File: config.mk
export PLATFORM = sky130hd
export DESIGN_NAME = alc_gain_engine
export DESIGN_NICKNAME = d
export VERILOG_FILES = /design/src/rtl/alc_pkg.sv /design/src/rtl/alc_level_cmp.sv /design/src/rtl/alc_step_timer.sv /design/src/rtl/alc_gain_reg.sv /design/src/rtl/alc_gain_engine.sv
export SDC_FILE = /design/constraint.sdc
export NUM_CORES = 1
export LEC_CHECK = 0
export CAP_MARGIN = 20
export CORE_UTILIZATION = 44
export DETAILED_ROUTE_END_ITERATION = 12
export HOLD_SLACK_MARGIN = 0.05
export PLACE_DENSITY = 0.68
export SYNTH_ARGS = -nofsm -noshare
export SYNTH_HDL_FRONTEND = slang
export SYNTH_HIERARCHICAL = 1
export SYNTH_SLANG_ARGS = --single-unit
File: constraint.sdc
create_clock -name clk -period 10.6 [get_ports clk]
set_input_delay 1.59 -clock clk [delete_from_list [all_inputs] [get_ports clk]]
set_output_delay 1.59 -clock clk [all_outputs]
set_load 0.03 [all_outputs]
File: src/rtl/alc_pkg.sv
// Shared types and decode helpers for the level control gain engine.
// Assumes a 6-bit gain code on a 0.75 dB grid (8 codes per 6 dB).
package alc_pkg;
    localparam int GAIN_W = 6;
    typedef logic [GAIN_W-1:0] gain_t;

    // Ceiling code: field 7 gives code 63, each lower field value 8 codes less.
    function automatic gain_t ceil_code(input logic [2:0] f);
        return gain_t'(7 + 8 * int'(f));
    endfunction

    // Floor code: field n gives code 8n.
    function automatic gain_t floor_code(input logic [2:0] f);
        return gain_t'(8 * int'(f));
    endfunction
endpackage

File: src/rtl/alc_level_cmp.sv
// Classifies the peak level against the target and the noise gate.
// Assumes pk_att is attenuation below full scale in 0.75 dB units, ATT_W >= 7.
module alc_level_cmp #(
    parameter int ATT_W = 7
) (
    input  logic [ATT_W-1:0] pk_att,
    input  logic [3:0]       tgt_code,
    input  logic             ng_en,
    input  logic [2:0]       ng_code,
    output logic             too_loud,
    output logic             too_quiet,
    output logic             gated
);
    localparam int TGT_BASE  = 38;
    localparam int GATE_BASE = 52;

    logic [ATT_W-1:0] tgt_att;
    logic [ATT_W-1:0] gate_att;

    // Decode thresholds and compare the level against them.
    always_comb begin
        tgt_att   = ATT_W'(TGT_BASE - 2 * int'(tgt_code));
        gate_att  = ATT_W'(GATE_BASE + 8 * int'(ng_code));
        too_loud  = pk_att < tgt_att;
        too_quiet = pk_att > tgt_att;
        gated     = ng_en && (pk_att > gate_att);
    end
endmodule

File: src/rtl/alc_step_timer.sv
// Hold, attack and decay tick counters; emits one-tick step requests.
// Assumes tick is a single-cycle strobe and all bases are at least 1.
module alc_step_timer #(
    parameter int HOLD_BASE    = 128,
    parameter int DCY_BASE     = 20,
    parameter int ATK_BASE     = 5,
    parameter int LIM_DCY_BASE = 4,
    parameter int LIM_ATK_BASE = 1
) (
    input  logic       clk,
    input  logic       rst_n,
    input  logic       run,
    input  logic       tick,
    input  logic       too_loud,
    input  logic       too_quiet,
    input  logic       gated,
    input  logic       lim_mode,
    input  logic [3:0] hold_code,
    input  logic [3:0] atk_code,
    input  logic [3:0] dcy_code,
    output logic       fire_up,
    output logic       fire_dn
);
    localparam int MAX_SHIFT = 10;
    localparam int MB1  = (HOLD_BASE > DCY_BASE) ? HOLD_BASE : DCY_BASE;
    localparam int MB2  = (ATK_BASE > LIM_DCY_BASE) ? ATK_BASE : LIM_DCY_BASE;
    localparam int MB3  = (MB1 > MB2) ? MB1 : MB2;
    localparam int MAXB = (MB3 > LIM_ATK_BASE) ? MB3 : LIM_ATK_BASE;
    localparam int CNT_W = $clog2(MAXB + 1) + 16;

    typedef logic [CNT_W-1:0] cnt_t;

    cnt_t atk_per, dcy_per, hold_per;
    cnt_t atk_cnt, dcy_cnt, hold_cnt;
    logic hold_done, dcy_go, atk_hit, dcy_hit;

    // Step period: base doubled per code, saturating at MAX_SHIFT.
    function automatic cnt_t period(input int base, input logic [3:0] code);
        int sh;
        sh = (int'(code) > MAX_SHIFT) ? MAX_SHIFT : int'(code);
        return cnt_t'(base) << sh;
    endfunction

    // Select period bases by mode and derive request strobes.
    always_comb begin
        atk_per   = lim_mode ? period(LIM_ATK_BASE, atk_code) : period(ATK_BASE, atk_code);
        dcy_per   = lim_mode ? period(LIM_DCY_BASE, dcy_code) : period(DCY_BASE, dcy_code);
        hold_per  = (hold_code == 4'd0) ? '0 : (cnt_t'(HOLD_BASE) << (hold_code - 4'd1));
        hold_done = hold_cnt >= hold_per;
        dcy_go    = too_quiet && hold_done && !gated;
        atk_hit   = atk_cnt >= atk_per - cnt_t'(1);
        dcy_hit   = dcy_cnt >= dcy_per - cnt_t'(1);
        fire_dn   = run && tick && too_loud && atk_hit;
        fire_up   = run && tick && dcy_go && dcy_hit;
    end

    // Advance the three counters on each tick while running.
    always_ff @(posedge clk) begin
        if (!rst_n || !run) begin
            atk_cnt  <= '0;
            dcy_cnt  <= '0;
            hold_cnt <= '0;
        end else if (tick) begin
            atk_cnt  <= too_loud ? (atk_hit ? '0 : atk_cnt + cnt_t'(1)) : '0;
            dcy_cnt  <= dcy_go ? (dcy_hit ? '0 : dcy_cnt + cnt_t'(1)) : '0;
            hold_cnt <= too_loud ? '0 : (hold_done ? hold_cnt : hold_cnt + cnt_t'(1));
        end
    end

    // no rise request in the tick right after a loud tick restarted the hold
    p_hold_restart_r7: assert property (@(posedge clk) disable iff (!rst_n)
        (run && tick && too_loud && hold_code != 4'd0) |=> !fire_up);
endmodule

File: src/rtl/alc_gain_reg.sv
// Gain register with window correction, zero-cross pending step and manual load.
// Assumes step requests are single-tick strobes from the timer.
module alc_gain_reg
    import alc_pkg::*;
(
    input  logic  clk,
    input  logic  rst_n,
    input  logic  cfg_en,
    input  gain_t manual_gain,
    input  logic  tick,
    input  logic  fire_up,
    input  logic  fire_dn,
    input  logic  gated,
    input  logic  zc_en,
    input  logic  sign_now,
    input  gain_t ceil_c,
    input  gain_t low_c,
    output gain_t gain_q
);
    logic pend_v, pend_up, prev_sgn;
    logic zc_edge, req_v, eff_v, eff_up, try_v, try_up;
    logic inc, dec, keep_pend, clr_pend;

    // Choose the step to apply this tick, if any.
    always_comb begin
        zc_edge   = sign_now != prev_sgn;
        req_v     = fire_up || fire_dn;
        eff_v     = req_v || pend_v;
        eff_up    = req_v ? fire_up : pend_up;
        try_v     = 1'b0;
        try_up    = 1'b0;
        inc       = 1'b0;
        dec       = 1'b0;
        keep_pend = 1'b0;
        clr_pend  = 1'b0;
        if (gain_q > ceil_c) begin
            dec = 1'b1; clr_pend = 1'b1;
        end else if (gain_q < low_c) begin
            inc = 1'b1; clr_pend = 1'b1;
        end else if (!zc_en) begin
            clr_pend = 1'b1; try_v = req_v; try_up = fire_up;
        end else if (zc_edge) begin
            clr_pend = 1'b1; try_v = eff_v; try_up = eff_up;
        end else if (req_v) begin
            keep_pend = 1'b1;
        end
        if (try_v && try_up && !gated && gain_q < ceil_c) inc = 1'b1;
        if (try_v && !try_up && gain_q > low_c) dec = 1'b1;
    end

    // Update gain, pending step and previous sign bit.
    always_ff @(posedge clk) begin
        if (!rst_n) begin
            gain_q   <= '0;
            pend_v   <= 1'b0;
            pend_up  <= 1'b0;
            prev_sgn <= 1'b0;
        end else begin
            if (tick) prev_sgn <= sign_now;
            if (!cfg_en) begin
                gain_q <= manual_gain;
                pend_v <= 1'b0;
            end else if (tick) begin
                if (inc) gain_q <= gain_q + gain_t'(1);
                else if (dec) gain_q <= gain_q - gain_t'(1);
                if (keep_pend) begin
                    pend_v  <= 1'b1;
                    pend_up <= fire_up;
                end else if (clr_pend) begin
                    pend_v <= 1'b0;
                end
            end
        end
    end

    // enabled gain moves at most one code per clock
    p_one_step_r11: assert property (@(posedge clk) disable iff (!rst_n)
        ($past(rst_n) && $past(cfg_en)) |->
        (gain_q == $past(gain_q) || gain_q == $past(gain_q) + gain_t'(1)
         || gain_q == $past(gain_q) - gain_t'(1)));
    // no change without a tick while enabled
    p_quiet_r11: assert property (@(posedge clk) disable iff (!rst_n)
        ($past(rst_n) && $past(cfg_en) && !$past(tick)) |-> $stable(gain_q));
    // disabled controller reloads the manual value
    p_manual_load_r1: assert property (@(posedge clk) disable iff (!rst_n)
        !cfg_en |=> gain_q == $past(manual_gain));
    // a gain above the ceiling drops on the next tick
    p_ceil_fix_r12: assert property (@(posedge clk) disable iff (!rst_n)
        (cfg_en && tick && gain_q > ceil_c) |=> gain_q == $past(gain_q) - gain_t'(1));
endmodule

File: src/rtl/alc_gain_engine.sv
// Top of the level control gain engine: compare, time and update the gain.
// Assumes one tick per sample; outputs follow the manual gain when disabled.
module alc_gain_engine
    import alc_pkg::*;
#(
    parameter int ATT_W        = 7,
    parameter int SMP_W        = 16,
    parameter int HOLD_BASE    = 128,
    parameter int DCY_BASE     = 20,
    parameter int ATK_BASE     = 5,
    parameter int LIM_DCY_BASE = 4,
    parameter int LIM_ATK_BASE = 1
) (
    input  logic             clk,
    input  logic             rst_n,
    input  logic             cfg_en,
    input  logic             cfg_lim_mode,
    input  logic [3:0]       cfg_target,
    input  logic [2:0]       cfg_max,
    input  logic [2:0]       cfg_min,
    input  logic [3:0]       cfg_hold,
    input  logic [3:0]       cfg_atk,
    input  logic [3:0]       cfg_dcy,
    input  logic             cfg_zc_en,
    input  logic             cfg_ng_en,
    input  logic [2:0]       cfg_ng_thr,
    input  logic [5:0]       manual_gain,
    input  logic             tick,
    input  logic [ATT_W-1:0] pk_att,
    input  logic [SMP_W-1:0] sample,
    output logic [5:0]       gain_out,
    output logic             gate_active
);
    logic  too_loud, too_quiet, gated, fire_up, fire_dn;
    gain_t ceil_c, flr_c, low_c, gain_q;
    logic  gate_q;

    // Decode the clamp window; the ceiling wins if the floor is above it.
    always_comb begin
        ceil_c = ceil_code(cfg_max);
        flr_c  = floor_code(cfg_min);
        low_c  = (flr_c > ceil_c) ? ceil_c : flr_c;
    end

    alc_level_cmp #(.ATT_W(ATT_W)) u_cmp (
        .pk_att    (pk_att),
        .tgt_code  (cfg_target),
        .ng_en     (cfg_ng_en),
        .ng_code   (cfg_ng_thr),
        .too_loud  (too_loud),
        .too_quiet (too_quiet),
        .gated     (gated)
    );

    alc_step_timer #(
        .HOLD_BASE    (HOLD_BASE),
        .DCY_BASE     (DCY_BASE),
        .ATK_BASE     (ATK_BASE),
        .LIM_DCY_BASE (LIM_DCY_BASE),
        .LIM_ATK_BASE (LIM_ATK_BASE)
    ) u_timer (
        .clk       (clk),
        .rst_n     (rst_n),
        .run       (cfg_en),
        .tick      (tick),
        .too_loud  (too_loud),
        .too_quiet (too_quiet),
        .gated     (gated),
        .lim_mode  (cfg_lim_mode),
        .hold_code (cfg_hold),
        .atk_code  (cfg_atk),
        .dcy_code  (cfg_dcy),
        .fire_up   (fire_up),
        .fire_dn   (fire_dn)
    );

    alc_gain_reg u_gain (
        .clk         (clk),
        .rst_n       (rst_n),
        .cfg_en      (cfg_en),
        .manual_gain (manual_gain),
        .tick        (tick),
        .fire_up     (fire_up),
        .fire_dn     (fire_dn),
        .gated       (gated),
        .zc_en       (cfg_zc_en),
        .sign_now    (sample[SMP_W-1]),
        .ceil_c      (ceil_c),
        .low_c       (low_c),
        .gain_q      (gain_q)
    );

    // Latch the gate state once per tick; cleared while disabled.
    always_ff @(posedge clk) begin
        if (!rst_n || !cfg_en) gate_q <= 1'b0;
        else if (tick)         gate_q <= gated;
    end

    // Pass manual gain through when the controller is off.
    always_comb begin
        gain_out    = cfg_en ? gain_q : manual_gain;
        gate_active = gate_q;
    end

    // a gated tick inside the window never raises the gain
    p_gate_no_rise_r9: assert property (@(posedge clk) disable iff (!rst_n)
        (cfg_en && tick && gated && gain_q >= low_c) |=> gain_q <= $past(gain_q));
    // gate flag is low after a disabled cycle
    p_gate_off_r1: assert property (@(posedge clk) disable iff (!rst_n)
        !cfg_en |=> !gate_active);
endmodule

# == Word-level counts from Yosys, hierarchy flattened ==
# Cells that the tools add are included.
# word_totals
regBits,82
out_inout_bits,7
# classes
addsub,11
shift,5
eq_ne,4
mux,42
n_lt_le_gt_ge,13
n_reduce_logical,27
# ops
op,count
2-to-1 mux 24 bit,9
adder 24 x 1 -> 24 bit (second input constant),3
>= comparator 24 bit,3
<< shifter 3 x 32 -> 24 bit (first input constant),2
subtractor 24 x 1 -> 24 bit (second input constant),2
2-to-1 mux 6 bit,6
<< shifter 1 x 32 -> 24 bit (first input constant),1
<< shifter 5 x 32 -> 24 bit (first input constant),1
2-to-1 mux 1 bit,25
<< shifter 8 x 4 -> 24 bit (first input constant),1
> comparator 6 bit,3
> comparator 7 bit,2
logical AND 1 bit,13
< comparator 6 bit,2
> comparator 4 bit (second input constant),2
2-to-1 mux 4 bit,2
AND reduction 2 bit,4
adder 6 x 6 -> 7 bit (first input constant),1
< comparator 7 bit,1
subtractor 6 x 5 -> 7 bit (first input constant),1
adder 3 x 6 -> 6 bit (first input constant),1
adder 6 x 1 -> 6 bit (second input constant),1
subtractor 6 x 1 -> 6 bit (second input constant),1
zero test 1 bit,4
other kinds (8),11

# == Depth between registers and ports, before layout ==
# logic_depth
word_depth,22
mapped_depth,27
ltp_nobuf,24

# == Hierarchy ==
# Netlist, hierarchy kept.
# by_module_without_submodules
mod,instances,cells_per_inst,seq_area_each_um2,area_each_um2
alc_step_timer,1,698,1441.4,5536.6
alc_gain_reg,1,132,180.2,1058.5
alc_level_cmp,1,38,0.0,279.0
alc_gain_engine,1,26,20.0,225.2

# == Least setup slack after synthesis ==
# OpenSTA, ideal clock, no wires.
# synth_timing
kind,in2reg
startpoint,input cfg_dcy[1]
endpoint,register u_gain.gain_q[5]
stages,25
n_path_buf,2
path_slack_ns,3.865
setup_time_ns,0.062
t_required_ns,10.538
arrival_time_ns,6.672
path_cell_list,clkbuf_1 or4_1 ha_1 or4_1 a31oi_1 a21oi_1 ha_1 nand4_1 o221ai_1 a21oi_1 o211a_1 buf_2 and4b_1 a211oi_1 a21oi_1 nand4_1 a21oi_1 inv_1 ha_1 o21ai_0 o21a_1 or2_1 a211o_1 a2111oi_2 nand3b_1
# synth_between
elab_chain_len,20
elab_cells_between_ends,32
classes_between,add/sub (1); order compare (2); eq/ne (1); shift (2); mux (16); reduce/logical (10)
# synth_lines
element,line,text
from (decl),alc_gain_engine.sv:23,"input logic [3:0] cfg_dcy,"
> comparator 4 bit,alc_step_timer.sv:40,sh = (int'(code) > MAX_SHIFT) ? MAX_SHIFT : int'(code);
2-to-1 mux 4 bit (*),alc_step_timer.sv:40,
<< shifter 5 x 32 -> 24 bit or << shifter 3 x 32 -> 24 bit (tied branches),alc_step_timer.sv:41,return cnt_t'(base) << sh;
2-to-1 mux 24 bit (*),alc_step_timer.sv:47,"dcy_per = lim_mode ? period(LIM_DCY_BASE, dcy_code) : period(DCY_BASE, dcy_code);"
subtractor 24 x 1 -> 24 bit (*),alc_step_timer.sv:52,dcy_hit = dcy_cnt >= dcy_per - cnt_t'(1);
>= comparator 24 bit (*),alc_step_timer.sv:52,
logical AND 1 bit (*),alc_step_timer.sv:54,fire_up = run && tick && dcy_go && dcy_hit;
named net fire_up,alc_gain_engine.sv:34,"logic too_loud, too_quiet, gated, fire_up, fire_dn;"
[3 not listed],--,
2-to-1 mux 1 bit,alc_gain_reg.sv:40,end else if (!zc_en) begin
2-to-1 mux 1 bit,alc_gain_reg.sv:38,end else if (gain_q < low_c) begin
2-to-1 mux 1 bit,alc_gain_reg.sv:36,if (gain_q > ceil_c) begin
logical AND 1 bit (3 in series),alc_gain_reg.sv:47,if (try_v && try_up && !gated && gain_q < ceil_c) inc = 1'b1;
2-to-1 mux 1 bit,alc_gain_reg.sv:47,
2-to-1 mux 6 bit,alc_gain_reg.sv:64,if (inc) gain_q <= gain_q + gain_t'(1);
2-to-1 mux 6 bit,alc_gain_reg.sv:63,end else if (tick) begin
2-to-1 mux 6 bit,alc_gain_reg.sv:60,if (!cfg_en) begin
to (signal assigned),alc_gain_reg.sv:61,gain_q <= manual_gain;
to (signal assigned),alc_gain_reg.sv:64,
to (signal assigned),alc_gain_reg.sv:65,else if (dec) gain_q <= gain_q - gain_t'(1);
to (decl),alc_gain_reg.sv:18,output gain_t gain_q
# The timed path passes the listed nets; every way through them passes the cells marked *. The select of a mux whose other input is x is not followed.
# A chain may end at the register's enable or synchronous reset.

# == Worst setup path in the final report ==
# layout_timing
startpoint,input cfg_dcy[3]
endpoint,register u_gain.gain_q[5]
# Same word-level chain as after synthesis.

==> impl_metrics.py <==
metrics = {
    "min_path": {
        "min_path_type": "reg2reg",
        "worstHoldStart": "u_gain/pend_v$_SDFFE_PN0P_",
        "hold_end": "u_gain/pend_v$_SDFFE_PN0P_",
        "whs_path_depth": 2,
    },
    "placed_design": {
        "place_ws_ns": 2.56,
        "port_buffers": 52,
        "place_congestion": 0.823,
        "dp_hpwl_um": 12000,
        "placedCellCount": 1147,
        "placed_area_mm2": 0.00784,
    },
    "power": {
        "power_switching_uw": 259,
        "p_int_uw": 634,
        "ir_drop_v": 0.0000601,
        "p_leak_nw": 3.20,
        "share_seq_of_total_power_pct": 36.0,
        "power_frac_comb_pct": 26.1,
        "netSwitchingFraction_pct": 29.0,
        "pwr-share-clk_pct": 37.9,
        "power.density_mw_per_mm2": 109,
        "finalPower_uw": 893,
    },
    "layout": {
        "final_layout_size_suffix_gt1_share_pct": 4.54,
        "multi_input_area_mm2": 0.00517,
        "syn2layout_area_growth_pct": 15.3,
        "fin_cells": 1163,
        "final_cell_area_mm2": 0.00818,
        "fillers": 1549,
        "antenna_cells": 0,
        "fin_util_pct": 51.7,
        "layout.nets": 1104,
        "seqCellArea_mm2": 0.00164,
    },
    "setup_path": {
        "worstSetupPathType": "in2reg",
        "critPathArrivalTime_ns": 8.06,
        "critPathMaxFanout": 17,
        "crit_required_ns": 10.88,
        "r2r-end": "u_gain/gain_q[5]$_SDFFE_PN0P_",
        "endpoint_kind": "flop",
        "ff2ff_path_depth": 19,
        "worstSetupStartpointType": "input port",
        "r2r_start": "u_timer/atk_cnt[21]$_SDFFE_PP0P_",
        "r2r_slack_ns": 5.43,
    },
    "logic_synthesis": {
        "yosys.area.top_type_share_pct": 23.1,
        "avgSynthCellArea_um2": 7.94,
        "synth.distinct_cells": 78,
        "postSynth.asyncResetShare_pct": 0,
        "synth-seq-cells": 82,
        "synth_edf_count": 0,
        "synth_cells": 894,
        "synthFlopType": "dfxtp_1",
        "syn_area_mm2": 0.00710,
        "synth_area_leaders": "dfxtp_1, ha_1, xnor2_1, a21oi_1, nand2_1",
        "synth_top_area_cell": "dfxtp_1",
        "ys_seq_area_share_pct": 23.1,
        "ys_warn_count": 6,
    },
    "drt": {
        "viasPerCell": 5.59,
        "postRouteAntennaNets": 0,
        "routed_wl_um": 16300,
        "wl_per_cell_um": 14.0,
        "first_pass_iters": 5,
        "drc_errors": 0,
        "drt_iter0_drc": 345,
        "num_vias": 6498,
    },
    "grt": {
        "grtUsageTotal_pct": 20.4,
        "grt_antenna_before_repair": 0,
        "overflow": 0,
        "grt_pass1_vias": 5968,
        "grt_pass1_wl_um": 27800,
        "grt_max_degree": 31,
    },
    "clock_network": {
        "cts_setup_buffers": 0,
        "ctsResizeCount": 0,
        "cts_sinks": 82,
        "clk_path_buf_depth": 2,
        "h-tree-depth": 3,
        "cts_made_buffers": 9,
        "clkLatencyLatePin_ns": 0.34,
        "clk_pin_slew_ns": 0.06,
        "root_buffer": "clkbuf_16",
        "cts_tree": "built",
        "ctsHoldBuffers": 0,
    },
    "job": {
        "cap_violations": 0,
    },
    "floorplan": {
        "chipWidth_um": 129,
        "core_region_area_mm2": 0.0158,
        "rows": 46,
        "start_util_pct": 44.9,
        "die_y_um": 129,
        "dieArea_mm2": 0.0166,
        "ios": 68,
    },
    "timing": {
        "rsz0062_at_grt": "false",
        "tns_ns": 0,
        "finalCritPeriodShare_pct": 73.4,
        "period_needed_ns": 7.78,
        "max-slew-margin-rel_pct": 39.4,
        "fmax_ghz": 0.129,
        "setup_slack_ns": 2.82,
        "worstMarginPinSlew_ns": 0.907,
        "slew_violations": 0,
        "finalHoldViolCount": 0,
        "hold_slack_ns": 0.486,
        "fin_skew_ns": 0.00713,
        "setup_violations": 0,
    },
    "outcome": {
        "status": "complete, no violations",
    },
}
==> routing by layer <==
layer | track usage (%) | vias up | wire (µm)
li1 | - | 3399 | -
met5 | 0 | - | 0
met3 | 3.76 | 7 | 427
met2 | 33.1 | 80 | 7440
met1 | 28.0 | 3012 | 8310
met4 | 4.78 | 0 | 99
==> worst max path at each step <==
stage	to	depth (start not counted)	start
finish	u_gain/gain_q[5]$_SDFFE_PN0P_	24	cfg_dcy[3]
global route	u_gain/gain_q[5]$_SDFFE_PN0P_	24	cfg_dcy[3]
CTS	u_gain/gain_q[5]$_SDFFE_PN0P_	24	cfg_dcy[3]
detailed placement	u_gain/gain_q[5]$_SDFFE_PN0P_	24	cfg_dcy[3]
global placement	u_gain/gain_q[5]$_SDFFE_PN0P_	24	cfg_dcy[3]
floorplan	u_gain/gain_q[5]$_SDFFE_PN0P_	25	cfg_dcy[1]
==> cell usage in the layout (no fill, tap or decap), drive strengths merged, types with 16 or more instances in the layout <==
cell	Yosys	layout
a31oi	18	18
conb	2	16
clkdlybuf4s50	0	52
a21oi	63	63
and3	16	16
xnor2	38	38
nand3	55	55
nand4	24	24
nor3	28	28
dfxtp	82	82
inv	54	54
o21ai	22	22
nor2	73	73
a21o	16	16
a211oi	18	18
ha	99	99
nand2	80	80
==> area by class of cell <==
| type | instances | area share, % |
|---|---|---|
| inverter | 55 | 2.52 |
| clock inverter | 2 | 0.734 |
| tap | 216 | 3.30 |
| sequential | 82 | 20.1 |
| clock buffer | 13 | 3.18 |
| timing repair buffer | 56 | 6.97 |
| multi-input combinational | 739 | 63.2 |
==> sequential cells by signal (all words and copies together) (netlist names) <==
signal / flops
u_gain/prev_sgn: 1
u_gain/gain_q: 6
u_timer/dcy_cnt: 24
u_timer/atk_cnt: 24
u_gain/pend_v: 1
u_timer/hold_cnt: 24
gate_active: 1
u_gain/pend_up: 1
==> power groups by stage <==
stage,registers [mW],clock network [mW],logic (mW)
finish,0.322,0.339,0.233
global route,0.323,0.363,0.262
CTS,0.322,0.349,0.231
detailed placement,0.329,0,0.229
global placement,0.329,0,0.225
floorplan,0.325,0,0.169
==> cells by family after synthesis <==
| group | synth area share [%] |
|---|---|
| buf+inv | 4.86 |
| xor+xnor | 5.92 |
| fa+ha+maj | 17.7 |
| other cells | 0.106 |
| simple gates | 25.1 |
| compound gates | 20.7 |
| mux | 2.50 |
| flops | 23.1 |
==> critical path, cell delays in order <==
cell and delay [ns]:
clkdlybuf4s50_1 0.68, or4_1 0.65, ha_1 0.39, or4_1 0.46
a31oi_1 0.18, a21oi_1 0.07, ha_1 0.32, nand4_1 0.10
o221ai_1 0.19, a21oi_1 0.11, o211a_1 0.36, and4b_1 0.36
a211oi_1 0.06, a21oi_1 0.23, nand4_1 0.21, a21oi_1 0.27
inv_1 0.14, ha_1 0.37, o21ai_0 0.09, o21a_1 0.19
or2_1 0.25, a211o_1 0.31, a2111oi_2 0.34, nand3b_1 0.14
==> Yosys cell counts (8+ instances only) <==
| library cell | count |
|---|---|
| a211oi_1 | 16 |
| a21o_1 | 16 |
| a21oi_1 | 61 |
| a31oi_1 | 18 |
| and3_1 | 16 |
| and4_1 | 8 |
| clkbuf_1 | 24 |
| dfxtp_1 | 82 |
| ha_1 | 99 |
| inv_1 | 54 |
| mux2i_1 | 8 |
| nand2_1 | 79 |
| nand2b_1 | 8 |
| nand3_1 | 55 |
| nand3b_1 | 8 |
| nand4_1 | 24 |
| nor2_1 | 73 |
| nor2b_1 | 14 |
| nor3_1 | 28 |
| o21a_1 | 11 |
| o21ai_0 | 21 |
| xnor2_1 | 38 |
| xor2_1 | 10 |
No activity file was read; power rests on OpenSTA's default activity.
